`config.mk`:
```
export PLATFORM = sky130hd
export DESIGN_NAME = serial_audio_mixer
export DESIGN_NICKNAME = d
export VERILOG_FILES = /design/src/rtl/sam_pkg.sv /design/src/rtl/sam_sync.sv /design/src/rtl/sam_rx.sv /design/src/rtl/sam_sat.sv /design/src/rtl/sam_tx.sv /design/src/rtl/serial_audio_mixer.sv
export SDC_FILE = /design/constraint.sdc
export NUM_CORES = 1
export LEC_CHECK = 0
export BUFFER_PORTS_ARGS = -buffer_cell sky130_fd_sc_hd__clkbuf_2
export CORE_UTILIZATION = 64
export CTS_CLUSTER_SIZE = 24
export DETAILED_ROUTE_END_ITERATION = 16
export GPL_TIMING_DRIVEN = 0
export PLACE_DENSITY_LB_ADDON = 0.12
export SETUP_SLACK_MARGIN = 0.1
export SYNTH_ARGS = -nofsm -noshare
export SYNTH_HDL_FRONTEND = slang
export SYNTH_SLANG_ARGS = --single-unit
```
`constraint.sdc`:
```
create_clock -name clk -period 3.87 [get_ports clk]
set_input_delay 0.387 -clock clk [delete_from_list [all_inputs] [get_ports clk]]
set_output_delay 0.387 -clock clk [all_outputs]
set_load 0.01 [all_outputs]
```
`src/rtl/sam_pkg.sv`:
```
// Package: shared constants and types of the serial audio mixer.
// Assumes nothing; only widths and the channel encoding live here.
package sam_pkg;
    localparam int SAMPLE_W    = 16;  // bits per audio sample
    localparam int SYNC_STAGES = 2;   // flops per synchronizer
    localparam int N_LANES     = 2;   // line lane and microphone lane

    // Frame-clock level that marks each channel.
    typedef enum logic {
        CH_LEFT  = 1'b0,
        CH_RIGHT = 1'b1
    } chan_e;
endpackage

```
`src/rtl/sam_sync.sv`:
```
// Module: multi-bit level synchronizer.
// Each bit of async_i passes through STAGES flops into the clk domain.
// Assumes the bits are unrelated or change slowly relative to clk, and STAGES >= 2.
module sam_sync #(
    parameter int W      = 4,
    parameter int STAGES = sam_pkg::SYNC_STAGES
) (
    input  logic         clk,
    input  logic         rst_n,
    input  logic [W-1:0] async_i,
    output logic [W-1:0] level_o
);
    logic [STAGES-1:0][W-1:0] stage_q;

    // Shift the sampled inputs through the synchronizer chain.
    always_ff @(posedge clk) begin
        if (!rst_n) begin
            stage_q <= '0;
        end else begin
            stage_q[0] <= async_i;
            for (int i = 1; i < STAGES; i++) begin
                stage_q[i] <= stage_q[i-1];
            end
        end
    end

    assign level_o = stage_q[STAGES-1];
endmodule

```
`src/rtl/sam_rx.sv`:
```
// Module: one-lane serial sample receiver.
// On each rising bit-clock pulse it shifts in one bit. A change of the frame
// clock arms the counter, so the next W bits form the sample, MSB first.
// Later bits are ignored. After reset it stays idle until a frame-clock change.
// Assumes at least W+1 bit clocks per half-frame and W >= 3.
module sam_rx #(
    parameter int W = sam_pkg::SAMPLE_W
) (
    input  logic         clk,
    input  logic         rst_n,
    input  logic         bit_rise_i,
    input  logic         lr_i,
    input  logic         sd_i,
    output logic [W-1:0] word_o,
    output logic         done_o
);
    localparam int            CW    = $clog2(W + 1);
    localparam logic [CW-1:0] IDLE  = CW'(W);
    localparam logic [CW-1:0] LAST  = CW'(W - 1);

    logic [CW-1:0] cnt_q;
    logic [W-2:0]  shift_q;
    logic          lr_prev_q;

    // Track framing and assemble one sample per half-frame.
    always_ff @(posedge clk) begin
        if (!rst_n) begin
            cnt_q     <= IDLE;
            shift_q   <= '0;
            lr_prev_q <= 1'b0;
            word_o    <= '0;
            done_o    <= 1'b0;
        end else begin
            done_o <= 1'b0;
            if (bit_rise_i) begin
                lr_prev_q <= lr_i;
                if (lr_i != lr_prev_q) begin
                    cnt_q <= '0;
                end else if (cnt_q != IDLE) begin
                    shift_q <= {shift_q[W-3:0], sd_i};
                    cnt_q   <= cnt_q + 1'b1;
                    if (cnt_q == LAST) begin
                        word_o <= {shift_q, sd_i};
                        done_o <= 1'b1;
                    end
                end
            end
        end
    end

    // a completed sample is announced for a single cycle only.
    a_r2_single_done: assert property (@(posedge clk) disable iff (!rst_n)
        done_o |=> !done_o);
endmodule

```
`src/rtl/sam_sat.sv`:
```
// Module: saturating two's-complement adder.
// Adds a and b. A result outside the W-bit range clips to the nearest end.
// Purely combinational; assumes both operands are W-bit two's complement.
module sam_sat #(
    parameter int W = sam_pkg::SAMPLE_W
) (
    input  logic [W-1:0] a_i,
    input  logic [W-1:0] b_i,
    output logic [W-1:0] y_o
);
    localparam logic [W-1:0] POS_MAX = {1'b0, {(W-1){1'b1}}};
    localparam logic [W-1:0] NEG_MIN = {1'b1, {(W-1){1'b0}}};

    logic [W:0] sum;

    // Widen by one bit, add, then clip on overflow.
    always_comb begin
        sum = {a_i[W-1], a_i} + {b_i[W-1], b_i};
        if (sum[W] != sum[W-1]) begin
            y_o = sum[W] ? NEG_MIN : POS_MAX;
        end else begin
            y_o = sum[W-1:0];
        end
    end
endmodule

```
`src/rtl/sam_tx.sv`:
```
// Module: serial sample transmitter.
// On a falling bit-clock pulse with a changed frame clock, it loads the
// channel's word and drives a 0 delay bit. It then sends W bits MSB first,
// then zeros. The output register moves only on falling bit-clock pulses.
// Assumes at least W+1 bit clocks per half-frame.
module sam_tx #(
    parameter int W = sam_pkg::SAMPLE_W
) (
    input  logic         clk,
    input  logic         rst_n,
    input  logic         bit_fall_i,
    input  logic         lr_i,
    input  logic [W-1:0] word_l_i,
    input  logic [W-1:0] word_r_i,
    output logic         sd_o
);
    import sam_pkg::*;

    localparam int            CW   = $clog2(W + 1);
    localparam logic [CW-1:0] IDLE = CW'(W);

    logic [CW-1:0] cnt_q;
    logic [W-1:0]  shift_q;
    logic          lr_prev_q;

    // Load at each half-frame start and shift one bit per falling edge.
    always_ff @(posedge clk) begin
        if (!rst_n) begin
            cnt_q     <= IDLE;
            shift_q   <= '0;
            lr_prev_q <= 1'b0;
            sd_o      <= 1'b0;
        end else if (bit_fall_i) begin
            lr_prev_q <= lr_i;
            if (lr_i != lr_prev_q) begin
                shift_q <= (chan_e'(lr_i) == CH_RIGHT) ? word_r_i : word_l_i;
                cnt_q   <= '0;
                sd_o    <= 1'b0;
            end else if (cnt_q != IDLE) begin
                sd_o    <= shift_q[W-1];
                shift_q <= shift_q << 1;
                cnt_q   <= cnt_q + 1'b1;
            end else begin
                sd_o    <= 1'b0;
            end
        end
    end

    // the serial output moves only right after a falling bit-clock pulse.
    a_r8_change_after_fall: assert property (@(posedge clk) disable iff (!rst_n)
        !$stable(sd_o) |-> $past(bit_fall_i));
endmodule

```
`src/rtl/serial_audio_mixer.sv`:
```
// Module: clock-following two-stream serial audio mixer (top).
// It synchronizes the converter's bit clock, frame clock and two data lanes,
// detects bit-clock edges, and captures line and microphone samples per
// channel. It mixes them with saturation once a left+right frame is complete
// and sends the mix out during the following frame.
// Assumes at least 17 bit clocks per half-frame and bit-clock phases of at
// least three clk periods.
module serial_audio_mixer #(
    parameter int SAMPLE_W    = sam_pkg::SAMPLE_W,
    parameter int SYNC_STAGES = sam_pkg::SYNC_STAGES
) (
    input  logic clk,
    input  logic rst_n,
    input  logic bclk_i,
    input  logic lrclk_i,
    input  logic line_sd_i,
    input  logic mic_sd_i,
    output logic mix_sd_o
);
    import sam_pkg::*;

    localparam int NL  = N_LANES;
    localparam int NCH = 2;
    localparam int SW  = NL + 2;

    logic [SW-1:0]       sync_lvl;
    logic                bclk_lvl, lr_lvl, bclk_prev_q;
    logic                bit_rise, bit_fall;
    logic [NL-1:0]       lane_sd;
    logic [SAMPLE_W-1:0] rx_word   [NL];
    logic [NL-1:0]       rx_done;
    logic [SAMPLE_W-1:0] left_hold [NL];
    logic [SAMPLE_W-1:0] sat_a [NCH];
    logic [SAMPLE_W-1:0] sat_b [NCH];
    logic [SAMPLE_W-1:0] sat_y [NCH];
    logic [SAMPLE_W-1:0] mix_l_q, mix_r_q;
    logic                left_ok_q, mix_ok_q, frame_done;

    sam_sync #(.W(SW), .STAGES(SYNC_STAGES)) sync_i (
        .clk     (clk),
        .rst_n   (rst_n),
        .async_i ({mic_sd_i, line_sd_i, lrclk_i, bclk_i}),
        .level_o (sync_lvl)
    );

    assign bclk_lvl = sync_lvl[0];
    assign lr_lvl   = sync_lvl[1];
    assign lane_sd  = sync_lvl[SW-1:2];

    // Remember the previous bit-clock level for edge detection.
    always_ff @(posedge clk) begin
        if (!rst_n) bclk_prev_q <= 1'b0;
        else        bclk_prev_q <= bclk_lvl;
    end

    assign bit_rise = bclk_lvl & ~bclk_prev_q;
    assign bit_fall = ~bclk_lvl & bclk_prev_q;

    // One receiver per input lane: lane 0 is line, lane 1 is microphone.
    for (genvar g = 0; g < NL; g++) begin : g_lane
        sam_rx #(.W(SAMPLE_W)) rx_i (
            .clk        (clk),
            .rst_n      (rst_n),
            .bit_rise_i (bit_rise),
            .lr_i       (lr_lvl),
            .sd_i       (lane_sd[g]),
            .word_o     (rx_word[g]),
            .done_o     (rx_done[g])
        );
    end

    assign frame_done = &rx_done;

    // One saturating adder per channel: left from held words, right live.
    for (genvar c = 0; c < NCH; c++) begin : g_chan
        if (c == 0) begin : g_left
            assign sat_a[c] = left_hold[0];
            assign sat_b[c] = left_hold[1];
        end else begin : g_right
            assign sat_a[c] = rx_word[0];
            assign sat_b[c] = rx_word[1];
        end

        sam_sat #(.W(SAMPLE_W)) sat_i (
            .a_i (sat_a[c]),
            .b_i (sat_b[c]),
            .y_o (sat_y[c])
        );

        // two non-negative operands never wrap to a smaller value.
        a_r5_no_pos_wrap: assert property (@(posedge clk) disable iff (!rst_n)
            (!sat_a[c][SAMPLE_W-1] && !sat_b[c][SAMPLE_W-1]) |->
            ($signed(sat_y[c]) >= $signed(sat_a[c]) &&
             $signed(sat_y[c]) >= $signed(sat_b[c])));

        // two negative operands never wrap to a larger value.
        a_r6_no_neg_wrap: assert property (@(posedge clk) disable iff (!rst_n)
            (sat_a[c][SAMPLE_W-1] && sat_b[c][SAMPLE_W-1]) |->
            ($signed(sat_y[c]) <= $signed(sat_a[c]) &&
             $signed(sat_y[c]) <= $signed(sat_b[c])));
    end

    // Hold left words, and latch the mixed pair when the right half completes.
    always_ff @(posedge clk) begin
        if (!rst_n) begin
            for (int i = 0; i < NL; i++) left_hold[i] <= '0;
            left_ok_q <= 1'b0;
            mix_ok_q  <= 1'b0;
            mix_l_q   <= '0;
            mix_r_q   <= '0;
        end else if (frame_done) begin
            if (chan_e'(lr_lvl) == CH_LEFT) begin
                for (int i = 0; i < NL; i++) left_hold[i] <= rx_word[i];
                left_ok_q <= 1'b1;
            end else if (left_ok_q) begin
                mix_l_q  <= sat_y[0];
                mix_r_q  <= sat_y[1];
                mix_ok_q <= 1'b1;
            end
        end
    end

    sam_tx #(.W(SAMPLE_W)) tx_i (
        .clk        (clk),
        .rst_n      (rst_n),
        .bit_fall_i (bit_fall),
        .lr_i       (lr_lvl),
        .word_l_i   (mix_l_q),
        .word_r_i   (mix_r_q),
        .sd_o       (mix_sd_o)
    );

    // both lanes finish their samples in the same cycle.
    a_r2_lanes_aligned: assert property (@(posedge clk) disable iff (!rst_n)
        rx_done[0] == rx_done[1]);

    // no mixed frame yet means a silent output lane.
    a_r1_silent_until_frame: assert property (@(posedge clk) disable iff (!rst_n)
        !mix_ok_q |-> !mix_sd_o);
endmodule

```
# [Word level (Yosys, flattened, before mapping)]
# Memories as Yosys holds them, arrays and structs flattened.
# Index checks and enable logic that the tools add are counted.
# Widths: inputs -> output; s select.
[totals] ff_bits=140 memories=1 ram_bits=32 in_bits=6 wordCells=85 output_inout_bits=1
[op_classes] reduce_logical=15 eq_ne=9 muxes=24 addsub=5 bitwise_logic=12
[memory_table] name="left_hold" depth=2 word_bits=16 read_ports=2 rd_ports_with_merged_regs=0 wr=2 line="serial_audio_mixer.sv:32" rtl="logic [SAMPLE_W-1:0] left_hold [NL];"
[ops] operator="$mux 16" n=9
[ops] operator="$add 16x16->17" n=2
[ops] operator="$mux 5" n=6
[ops] operator="$add 5x1->5 const B" n=3
[ops] operator="$ne 5x5->1 const B" n=3
[ops] operator="$reduce_and 4->1" n=3
[ops] operator="$eq 5x4->1 const B" n=2
[ops] operator="$mux 1" n=9
[ops] operator="$reduce_and 3->1" n=3
[ops] operator="$not 1->1" n=8
[ops] operator="$reduce_and 2->1" n=4
[ops] operator="$reduce_or 4->1" n=2
[ops] operator="$reduce_bool 2->1" n=3
[ops] operator="$ne 1x1->1" n=4
[ops] operator="$and 1x1->1" n=2
[ops] operator="$or 1x1->1" n=2

# [Logic depth before layout (Yosys ltp)]
[logic_depth] word_depth=5 depth_mapped=11 ltp_nobuf=10

# [Cells and area by module]
# Synthesis repeated with hierarchy kept, for this count alone.
[hier_totals] hier_cells=1047 area_unflattened_um2=9884.5
[by_module_without_submodules] module="sam_rx" area_per_inst_um2=1505.2 cells_each=142 n_inst=2 seq_area_each_um2=760.7
[by_module_without_submodules] module="sam_sat" area_per_inst_um2=1365.1 cells_each=185 n_inst=2 seq_area_each_um2=0.0
[by_module_without_submodules] module="serial_audio_mixer" area_per_inst_um2=2600.0 cells_each=216 n_inst=1 seq_area_each_um2=1641.6
[by_module_without_submodules] module="sam_tx" area_per_inst_um2=1303.8 cells_each=157 n_inst=1 seq_area_each_um2=460.4
[by_module_without_submodules] module="sam_sync" area_per_inst_um2=240.2 cells_each=20 n_inst=1 seq_area_each_um2=160.2

# [Worst setup path after synthesis]
# OpenSTA, ideal clock, no wires.
[synth_path] path_kind="flip-flop to flip-flop" start="register sync_i.stage_q (netlist bit sync_i.level_o[1])" end="memory left_hold[0][0], enable pin" stages_incl_launch_ff=4 required_time_ns=3.404 path_buffers=2 t_arrival_ns=2.988 setup_slack_ns=0.416 setup_time_ns=0.466 synth_period_minus_slack_ns=3.454 path_cell_list="dfxtp_1 buf_2 clkbuf_1 o21ai_0"
[synth_lines] item="start, declared" line="sam_sync.sv:13" rtl="logic [STAGES-1:0][W-1:0] stage_q;"
[synth_lines] item="start signal, assigned by index" line="sam_sync.sv:22" rtl="stage_q[i] <= stage_q[i-1];"
[synth_lines] item="end, declared" line="serial_audio_mixer.sv:32"

# [Worst setup path in the final report]
[layout_path] start="register g_lane[0].rx_i.word_o[0]" end="register mix_r_q[8]"
[layout_between] elab_chain_len=3 word_cells_on_any_way=4 classes_between="1 x add/sub; 1 x eq/ne; 2 x mux"
[layout_lines] item="start, declared" line="sam_rx.sv:14" rtl="output logic [W-1:0] word_o,"
[layout_lines] item="start signal, assigned" line="sam_rx.sv:43" rtl="word_o <= {shift_q, sd_i};"
[layout_lines] item="$add 16x16->17 (*)" line="sam_sat.sv:18" rtl="sum = {a_i[W-1], a_i} + {b_i[W-1], b_i};"
[layout_lines] item="$mux 16 / $ne 1x1->1 (equally long branches)" line="sam_sat.sv:20, sam_sat.sv:19"
[layout_lines] item="$mux 16 (*)" line="sam_sat.sv:19" rtl="if (sum[W] != sum[W-1]) begin"
[layout_lines] item="end signal, assigned" line="serial_audio_mixer.sv:117" rtl="mix_r_q <= sat_y[1];"
[layout_lines] item="end, declared" line="serial_audio_mixer.sv:36" rtl="logic [SAMPLE_W-1:0] mix_l_q, mix_r_q;"
# Mark *: on every way between the ends. The rest lies on a longest branch, timed or not.
# A chain may end at the register's enable or synchronous reset.

==> results.txt <==
----------------------------------------------------
[Yosys]
  Share of cell area taken by muxes after synthesis ... 0.899%
  Netlist area before placement ... 0.00891 mm^2
  EDFF count, synth ... 32
  Share of async-settable or async-resettable flops after synthesis ... 0%
  Net count after synthesis ... 1,037
  Area fraction in compound gates after synthesis ... 24.6%
  Mapped Avg Cell Area ... 9.01 um^2
  Leading area contributor after synthesis ... sky130_fd_sc_hd__dfxtp_1
  Main area contributors after synthesis ... sky130_fd_sc_hd__dfxtp_1 31%, sky130_fd_sc_hd__edfxtp_1 11%, sky130_fd_sc_hd__nand2_1 6.7%, sky130_fd_sc_hd__ha_1 5.6%, sky130_fd_sc_hd__a21boi_0 5.4%
  Synthesized-area fraction occupied by xor and xnor cells ... 2.16%
  Distinct cell type count after synthesis ... 74
  Register bit count reported by yosys ... 172
  Adder-cell share of the synthesized area ... 7.93%
  Seq/Total Area, Yosys ... 42.2%
  Dominant combinational cell family by area after synthesis ... compound AO/OA/AOI/OAI gates
  Share of Yosys cell area claimed by the top area cell type ... 31.5%
  Share of synthesized cell area in and, or, nand and nor gates ... 17.7%
  Top_reg_cell synth ... sky130_fd_sc_hd__dfxtp_1
  Synthesized instance count ... 989
  Count of yosys warnings during synthesis ... 0

[Worst setup path]
  Required time of the worst setup path ... 4.22 ns
  Ordered list of cells on the worst path ... ha_1 -> inv_1 -> fa_1 -> nor2b_1 -> o2111ai_1 -> nand3_2 -> a31oi_1 -> a21oi_1 -> buf_2 -> o21ai_1 -> a21oi_1
  Arrival time of the worst setup path ... 3.42 ns
  Reg2reg end ... mix_r_q[8]
  Crit path largest cell delay ... 0.60 ns
  Category of the worst setup path capture point ... register
  Largest driver fanout on the critical path ... 10
  Bufs and invs on worst path ... 2
  Master of the slowest instance on the critical path ... sky130_fd_sc_hd__a21oi_1
  Path type of the worst setup path ... register to register
  Start point of the critical path ... g_lane[0].rx_i.word_o[0]
  Cell class contributing the biggest share of worst-path delay ... compound AO/OA/AOI/OAI gates
  Flop2flop setup slack ... 0.80 ns
  Worst Setup Start Kind ... register
  Worst reg2reg path depth ... 11
  Critical register-to-register path startpoint ... g_lane[0].rx_i.word_o[0]
  Library cell appearing most often on the critical path ... sky130_fd_sc_hd__a21oi_1

[Place]
  Detailed placement HPWL ... 14.8 mm
  Instance area after placement ... 0.00917 mm^2
  PortBufs ... 5
  Routability cong. ... 0.873
  Worst slack at placement ... 0.951 ns

[Clocking]
  Number of resized instances in the post-cts repair step ... 0
  Post-CTS Hold Fix Bufs ... 0
  Setup Buffers After CTS ... 0
  Cell at the root of the clock tree ... sky130_fd_sc_hd__clkbuf_16
  Clock tree sinks ... 172
  Clock slew at reported path FFs ... 0.07 ns
  Worst-Skew Late Latency ... 0.43 ns
  Buffer depth of the longest clock path ... 2
  Clock tree from TritonCTS ... done
  TritonCTS buffer count ... 17
  CTS HTree Levels ... 4

[STA]
  Transition time of the tightest slew-check pin ... 0.914 ns
  Final setup slack of the worst path ... 0.798 ns
  Count of final max-slew check failures ... 0
  Setup-failing EPs final ... 0
  Headroom to the max-slew limit ... 38.8%
  Final number of hold-violating endpoints ... 0
  Highest clock rate ... 326 MHz
  Hold Worst Slack ... 0.162 ns
  Crit share post-route ... 79.4%
  Unrepaired setup endpoints after global routing ... false
  TNS Setup ... 0 ns
  Worst-case clock skew ... 0.0107 ns
  Final Critical Period ... 3.07 ns

[GRT]
  Global route total overflow ... 0
  Wire length of the first global-routing pass ... 33.7 mm
  Overall routing resource usage ... 29.8%
  Via count of the first global-routing pass ... 6,680
  Number of antenna violations at the first check in global routing ... 0
  Largest net degree at the start of global routing ... 33

[Floorplanning]
  Area of the placeable core ... 0.0134 mm^2
  Vertical die dimension ... 120 um
  Total I/O pin count ... 7
  Effective utilization at floorplan ... 66.5%
  Total Die Area ... 0.0144 mm^2
  Die outline width ... 120 um
  Number of placement rows ... 42

[Min path]
  Destination of the worst hold path ... sync_i.stage_q[0]
  Type of the tightest min-delay check ... primary input to register
  Hold path startpoint ... bclk_i
  Depth of the worst hold-timing path ... 2

[Cells and area]
  Fraction of layout cells with a size suffix above 1 ... 10.4%
  Finished layout cell area ... 0.00972 mm^2
  Area growth syn-to-layout ... 9.09%
  Final net count ... 1,061
  Number of fill cells in the layout ... 1,046
  Number of antenna diodes ... 0

[Detailed routing]
  Count of unresolved DRC violations after routing ... 0
  Highest metal layer with signal wires ... met4
  Vias per cell ... 5.92
  Detailed-router iteration count before antenna repair ... 5
  Violation count after the first detailed-route iteration ... 587
  Antenna Violating Nets Remaining ... 0
  Met1 Routed Length ... 9.47 mm
  Number of vias after detailed routing ... 7,118
  Routed Wire Length ... 20.2 mm
  Average wire length per cell after detail routing ... 16.8 um
  DR WL met3 ... 1.12 mm
  Wire length on met2 ... 9.19 mm

[Outcome]
  Result of the run ... complete, no violations

[Pwr]
  Peak supply drop ... 0.448 mV
  Total power density per cell area ... 390 mW/mm^2
  PnR Total Power ... 3.79 mW
  Total leakage power ... 3.89 nW

[Flow run]
  MaxCap Viol Count ... 0

----------------------------------------------------
-- how the worst max path moves through the flow --
stage	to	depth (start not counted)
6_report	mix_r_q[8]	11
5_1_grt	mix_r_q[8]	11
4_1_cts	mix_r_q[8]	11
3_5_place_dp	mix_r_q[9]	11
3_3_place_gp	left_hold[0][11]	3
2_1_floorplan	left_hold[0][0]	3
-- power breakdown --
part | switching [mW] | internal, mW
clock | 0.711 | 0.882
combinational | 0.205 | 0.140
sequential | 0.00921 | 1.84
total | 0.925 | 2.87
-- cells in the mapped netlist (all sizes together) (10+ instances only) --
| master | number |
|---|---|
| o22ai | 10 |
| xor2 | 14 |
| a21boi | 65 |
| nand3 | 14 |
| maj3 | 15 |
| edfxtp | 32 |
| o21ai | 82 |
| o211a | 12 |
| inv | 23 |
| buf | 24 |
| clkbuf | 40 |
| a21oi | 70 |
| nor2b | 22 |
| and3 | 40 |
| nand2 | 160 |
| dfxtp | 140 |
| and2 | 18 |
| nor2 | 45 |
| ha | 40 |
| a211oi | 16 |
| a21o | 11 |
-- final cells by class --
cell class | count | area, um^2 | area share (%)
multi-input combinational | 730 | 4760 | 49.0
sequential | 172 | 3760 | 38.7
clock buffer | 22 | 474 | 4.88
buffer | 64 | 312 | 3.21
tap | 176 | 220 | 2.27
inverter | 23 | 86.3 | 0.888
clock inverter | 10 | 78.8 | 0.811
timing repair buffer | 5 | 25.0 | 0.257
-- metal layers --
layer  global-route usage (%)  vias to the layer above
met3                     6.18                       35
met2                     47.8                      187
met4                     9.14                        0
li1                         -                     3562
met5                        0                        -
met1                     40.3                     3334
-- through the flow --
| step | utilization [%] | instances |
|---|---|---|
| 4_1_cts | 72.5 | 1202 |
| 3_5_place_dp | 68.4 | 1170 |
| 5_1_grt | 72.5 | 1202 |
| 3_3_place_gp | 68.3 | 1170 |
| 2_1_floorplan | - | 989 |
| 6_report | 72.5 | 1202 |
-- registers in the layout, summed over array words and instances, names as in the netlist --
name and flops:
mix_r_q 16, tx_i.cnt_q 5, tx_i.lr_prev_q 1, left_hold 32, g_lane.rx_i.lr_prev_q 1, sync_i.level_o 4
tx_i.shift_q 16, sync_i.stage_q 4, g_lane.rx_i.done_o 2, g_lane.rx_i.shift_q 30, g_lane.rx_i.word_o 32, left_ok_q 1
bclk_prev_q 1, mix_l_q 16, g_lane.rx_i.cnt_q 10, tx_i.sd_o 1
-- cells in the final DEF (no fill, tap or decap), types with 23 or more instances in the layout --
cell type / netlist / final
sky130_fd_sc_hd__dfxtp_1: 140 / 140
sky130_fd_sc_hd__a21oi_1: 58 / 58
sky130_fd_sc_hd__o21ai_0: 63 / 62
sky130_fd_sc_hd__nand2_1: 159 / 159
sky130_fd_sc_hd__a21boi_0: 64 / 64
sky130_fd_sc_hd__clkbuf_1: 40 / 42
sky130_fd_sc_hd__edfxtp_1: 32 / 32
sky130_fd_sc_hd__nor2_1: 45 / 45
sky130_fd_sc_hd__ha_1: 40 / 40
sky130_fd_sc_hd__inv_1: 23 / 23
sky130_fd_sc_hd__and3_1: 40 / 40
-- cell families after synthesis --
group                      count (synthesis)
AOI/OAI and AO/OA                        315
xor gates and xnor gates                  22
DFF                                      172
buffers and inverters                     87
and+or+nand+nor                          328
adders and majority gates                 57
muxes                                      8
No activity file was read; power rests on OpenSTA's default activity.
